<file path="src/rtl/dspwm_pkg.sv">
package dspwm_pkg;
  localparam int unsigned DEF_LEVELS = 33;

  typedef enum logic {
    DIR_UP   = 1'b0,
    DIR_DOWN = 1'b1
  } tri_dir_e;
endpackage

</file>
<file path="src/rtl/dspwm_tri_counter.sv">
module dspwm_tri_counter
  import dspwm_pkg::*;
#(
  parameter int unsigned MAX = 32,
  parameter int unsigned CW  = 6
) (
  input  logic          clk,
  input  logic          rst,
  output logic [CW-1:0] cnt,
  output tri_dir_e      dir,
  output logic          frame_end
);
  localparam logic [CW-1:0] MAX_V = CW'(MAX);

  // Each end value is held for one extra tick while the direction flips,
  // so a frame is 2*MAX+2 ticks long.
  always_ff @(posedge clk) begin
    if (rst) begin
      cnt <= '0;
      dir <= DIR_UP;
    end else if (dir == DIR_UP) begin
      if (cnt == MAX_V) dir <= DIR_DOWN;
      else              cnt <= cnt + 1'b1;
    end else begin
      if (cnt == '0) dir <= DIR_UP;
      else           cnt <= cnt - 1'b1;
    end
  end

  assign frame_end = (dir == DIR_DOWN) && (cnt == '0);
endmodule

</file>
<file path="src/rtl/dspwm_code_latch.sv">
module dspwm_code_latch #(
  parameter int unsigned MAX = 32,
  parameter int unsigned CW  = 6
) (
  input  logic          clk,
  input  logic          rst,
  input  logic [CW-1:0] code_in,
  input  logic          code_vld,
  input  logic          frame_end,
  output logic [CW-1:0] active
);
  localparam logic [CW-1:0] MAX_V = CW'(MAX);

  logic [CW-1:0] sat_code;
  logic [CW-1:0] pending;

  assign sat_code = (code_in > MAX_V) ? MAX_V : code_in;

  always_ff @(posedge clk) begin
    if (rst) begin
      pending <= '0;
      active  <= '0;
    end else begin
      if (code_vld) pending <= sat_code;
      if (frame_end) active <= code_vld ? sat_code : pending;
    end
  end
endmodule

</file>
<file path="src/rtl/dspwm_compare.sv">
module dspwm_compare #(
  parameter int unsigned MAX = 32,
  parameter int unsigned CW  = 6
) (
  input  logic          clk,
  input  logic          rst,
  input  logic [CW-1:0] cnt,
  input  logic [CW-1:0] active,
  output logic          pwm_out
);
  localparam logic [CW-1:0] MAX_V = CW'(MAX);

  logic [CW-1:0] threshold;
  assign threshold = MAX_V - active;

  always_ff @(posedge clk) begin
    if (rst) pwm_out <= 1'b0;
    else     pwm_out <= (cnt > threshold);
  end
endmodule

</file>
<file path="src/rtl/dspwm_encoder.sv">
module dspwm_encoder
  import dspwm_pkg::*;
#(
  parameter int unsigned LEVELS = DEF_LEVELS,
  parameter int unsigned CW     = $clog2(LEVELS)
) (
  input  logic          clk,
  input  logic          rst,
  input  logic [CW-1:0] code_in,
  input  logic          code_vld,
  output logic          pwm_out
);
  localparam int unsigned MAX = LEVELS - 1;

  logic [CW-1:0] tri_cnt;
  tri_dir_e      tri_dir;
  logic          tri_down;
  logic          frame_end;
  logic [CW-1:0] active_code;

  assign tri_down = (tri_dir == DIR_DOWN);

  dspwm_tri_counter #(.MAX(MAX), .CW(CW)) u_tri (
    .clk       (clk),
    .rst       (rst),
    .cnt       (tri_cnt),
    .dir       (tri_dir),
    .frame_end (frame_end)
  );

  dspwm_code_latch #(.MAX(MAX), .CW(CW)) u_latch (
    .clk       (clk),
    .rst       (rst),
    .code_in   (code_in),
    .code_vld  (code_vld),
    .frame_end (frame_end),
    .active    (active_code)
  );

  dspwm_compare #(.MAX(MAX), .CW(CW)) u_cmp (
    .clk     (clk),
    .rst     (rst),
    .cnt     (tri_cnt),
    .active  (active_code),
    .pwm_out (pwm_out)
  );
endmodule

</file>
<file path="config.mk">
export PLATFORM = sky130hd
export DESIGN_NAME = dspwm_encoder
export DESIGN_NICKNAME = d
export VERILOG_FILES = /design/src/rtl/dspwm_pkg.sv /design/src/rtl/dspwm_tri_counter.sv /design/src/rtl/dspwm_code_latch.sv /design/src/rtl/dspwm_compare.sv /design/src/rtl/dspwm_encoder.sv
export SDC_FILE = /design/constraint.sdc
export NUM_CORES = 1
export LEC_CHECK = 0
export BUFFER_PORTS_ARGS = -buffer_cell sky130_fd_sc_hd__buf_2
export CAP_MARGIN = 20
export CORE_MARGIN = 2
export CORE_UTILIZATION = 50
export CTS_BUF_LIST = sky130_fd_sc_hd__clkbuf_8
export CTS_CLUSTER_DIAMETER = 120
export DETAILED_ROUTE_END_ITERATION = 10
export PLACE_DENSITY = 0.69
export SLEW_MARGIN = 15
export SYNTH_ARGS = -nofsm -noshare
export SYNTH_HDL_FRONTEND = slang
export SYNTH_SLANG_ARGS = --single-unit
</file>
<file path="constraint.sdc">
create_clock -name clk -period 3.8 [get_ports clk]
set_clock_uncertainty 0.05 [all_clocks]
set_input_delay 0.19 -clock clk [delete_from_list [all_inputs] [get_ports clk]]
set_output_delay 0.19 -clock clk [all_outputs]
set_load 0.05 [all_outputs]
</file>
==> run metrics <==
commonest non-fill, non-tap cells in the layout=dfxtp_1, nor2_1, ha_1; total routed wirelength=between 1500 and 2000 microns; setup TNS=0 ns; Post-synth EDFFs=0; clock buffer depth=2; Die Ht=51.2 microns; slowest CP cell=dfxtp_1; row count=17; Initial Util=51.8%; Netlist cell types=32; floorplan core area=2150 sq um; vias in the first global route=841; number of diodes=0; CP Depth=7; Hold Path Depth=3; fillers=192; CTS tree=built; VDD IR-drop max=0.297 mV; Worst EP required=3.89 ns; ys flop type=dfxtp_1; Initial DRC Count=12; CP top delay family=simple AND/OR/NAND/NOR gates; first-pass GRT wire length=3650 microns; Hold WC Path Type=input port to register; root buf cell=clkbuf_8; CP Launch Type=register; Worst Tran Pin Value=roughly 0.5 ns; DIE WIDTH=51.2 microns; total placed cells including tap cells=about 150; WP buf/inv=0; period utilisation layout=54.3%; asr flop ratio synth=0%; RR Endpoint=u_cmp.pwm_out; Gates resized, CTS repair=0; CP Capture Point=u_cmp.pwm_out; Multi-input gate area=~670 sq um; Mean Syn Cell Area=9.20 sq um; R2R setup slack=roughly 1.7 ns; crit path launch=u_latch.active[0]; register clock-pin slew on the reported worst setup and hold paths=0.08 ns; Min Clock Period, post-route=2.06 ns; critical path class=register to register; share of post-route cells with drive strength above 1=13.1%; final hold vios=0; DRC=0; # setup viols final=0; Leak=0.000552 uW; Post-CTS Setup Inserts=0; vias=876; Clock Sink Count=20; Synth Warn #=0; Final ANT Viol Nets=0; initial antenna violation count=0; IO Pins=10; CTS Buf Count=3; CTS Hold Buffers Added=0; DP Wirelength=1510 microns; All-Layer GR Usage=18.8%; GPL Wtd Cong=0.821; Net count, final=152; slew margin rel.=66.1%; final non-filler cell total=158; fin. max-slew vios=0; Pwr Total=476 uW; status=finished clean; FF-to-FF Start=u_latch.active[0]; Critical Path Max Stage Delay=0.34 ns; Setup crit end kind=register; Pwr Density=~380 nW/um^2; Synth Register Bits=20; crit path max fanout=4; Fmax=0.484 GHz; worst skew pair latency=~0.26 ns; Max Cap Violations=0; sequential area share after synthesis=36.0%; Via density=about 5.5; largest net degree at the start of global routing=18; Synthesized Nets=142; drt wl/cell=12.6 microns; Die Area=2620 sq um; Fin Hold WS=0.175 ns; H-tree levels=1; drt first pass iters=4; worst path cell trace=nor3_1, nor3b_1, xnor2_1, ha_1, and4_1, a221oi_1, a311oi_1; IO buf count=9; RSZ-0062 raised after global routing=no; global route overflow=0; Reg area=400 sq um; cell area after synthesis=1110 sq um; most common cell after layout, fill and taps aside=dfxtp_1; Synth Instances=about 120; arrival time of the worst setup path=2.16 ns; FF-to-FF path depth=7; layout overhead on the synthesized area=12.2%
-- state kept, by name (all words and copies together), names as in the netlist --
register and count:
u_latch.active 6, u_latch.pending 6, u_tri.cnt 6, u_cmp.pwm_out 1, u_tri.dir 1
-- worst reg2reg max path: cells and delay by family (launching register included) --
kind	cells	cell delay [ns]
xor+xnor	1	0.16
fa+ha+maj	1	0.26
simple gates	3	0.81
flops	1	0.34
compound gates	2	0.33
-- through the flow --
step	setup WS (ns)	cell area, sq um	util (%)
final	1.74	1250	58.2
after global routing	1.60	1250	58.2
after CTS	1.71	1250	58.2
after detailed placement	1.74	1180	54.9
after global placement	1.86	1180	54.9
after floorplan	1.94	1110	-
-- routing by layer --
layer	wire (microns)	GRT usage [%]	share of wire [%]	vias up
li1	-	-	-	449
met1	988	24.6	50	400
met2	896	30.1	45	22
met3	76	3.51	3.8	5
met4	34	8.11	1.7	0
met5	0	0	0	-
-- kinds of logic (layout without fill, tap and decap cells) --
kind of cell    after synthesis  count (layout)  synth area share [%]
simple gates                 43              43                  22.4
compound gates               25              25                  16.0
flops                        20              20                  36.0
fa+ha+maj                    12              12                  14.2
buf+inv                      12              21                  4.04
xor+xnor                      5               5                  3.93
mux                           4               4                  3.60
-- synth_stat cells, types with 4 or more instances --
| cell type | instances | area (sq um) |
|---|---|---|
| ha_1 | 11 | 138 |
| nor2_1 | 15 | 56.3 |
| clkbuf_1 | 4 | 15.0 |
| mux2i_1 | 4 | 40.0 |
| nor3_1 | 5 | 25.0 |
| inv_1 | 8 | 30.0 |
| nand2_1 | 4 | 15.0 |
| dfxtp_1 | 20 | 400 |
| nor2b_1 | 5 | 31.3 |
| a211oi_1 | 6 | 45.0 |
| a21o_1 | 5 | 37.5 |
-- power breakdown --
part / total (uW) / switching, uW / internal [uW]
sequential: 220 / 4.96 / 215
clock: 214 / 73.7 / 141
combinational: 41.9 / 22.3 / 19.6
-- worst min path at each step --
stage	to	slack, ns	from
final	u_latch.pending[4]	0.18	code_in[4]
after floorplan	u_latch.pending[3]	0.32	code_in[3]
after detailed placement	u_latch.pending[3]	0.43	u_latch.pending[3]
after CTS	u_latch.pending[4]	0.17	code_in[4]
after global placement	u_latch.pending[4]	0.42	u_latch.pending[4]
after global routing	u_latch.pending[4]	0.19	code_in[4]
-- area by class of cell --
type	count	area share (%)
Multi-Input combinational cell	89	53.5
Sequential cell	20	32.0
Timing Repair Buffer	9	3.60
Clock buffer	3	3.30
Tap cell	28	2.80
Clock inverter	1	2.40
Inverter	8	2.40
Power figures use the tool's default switching activity.
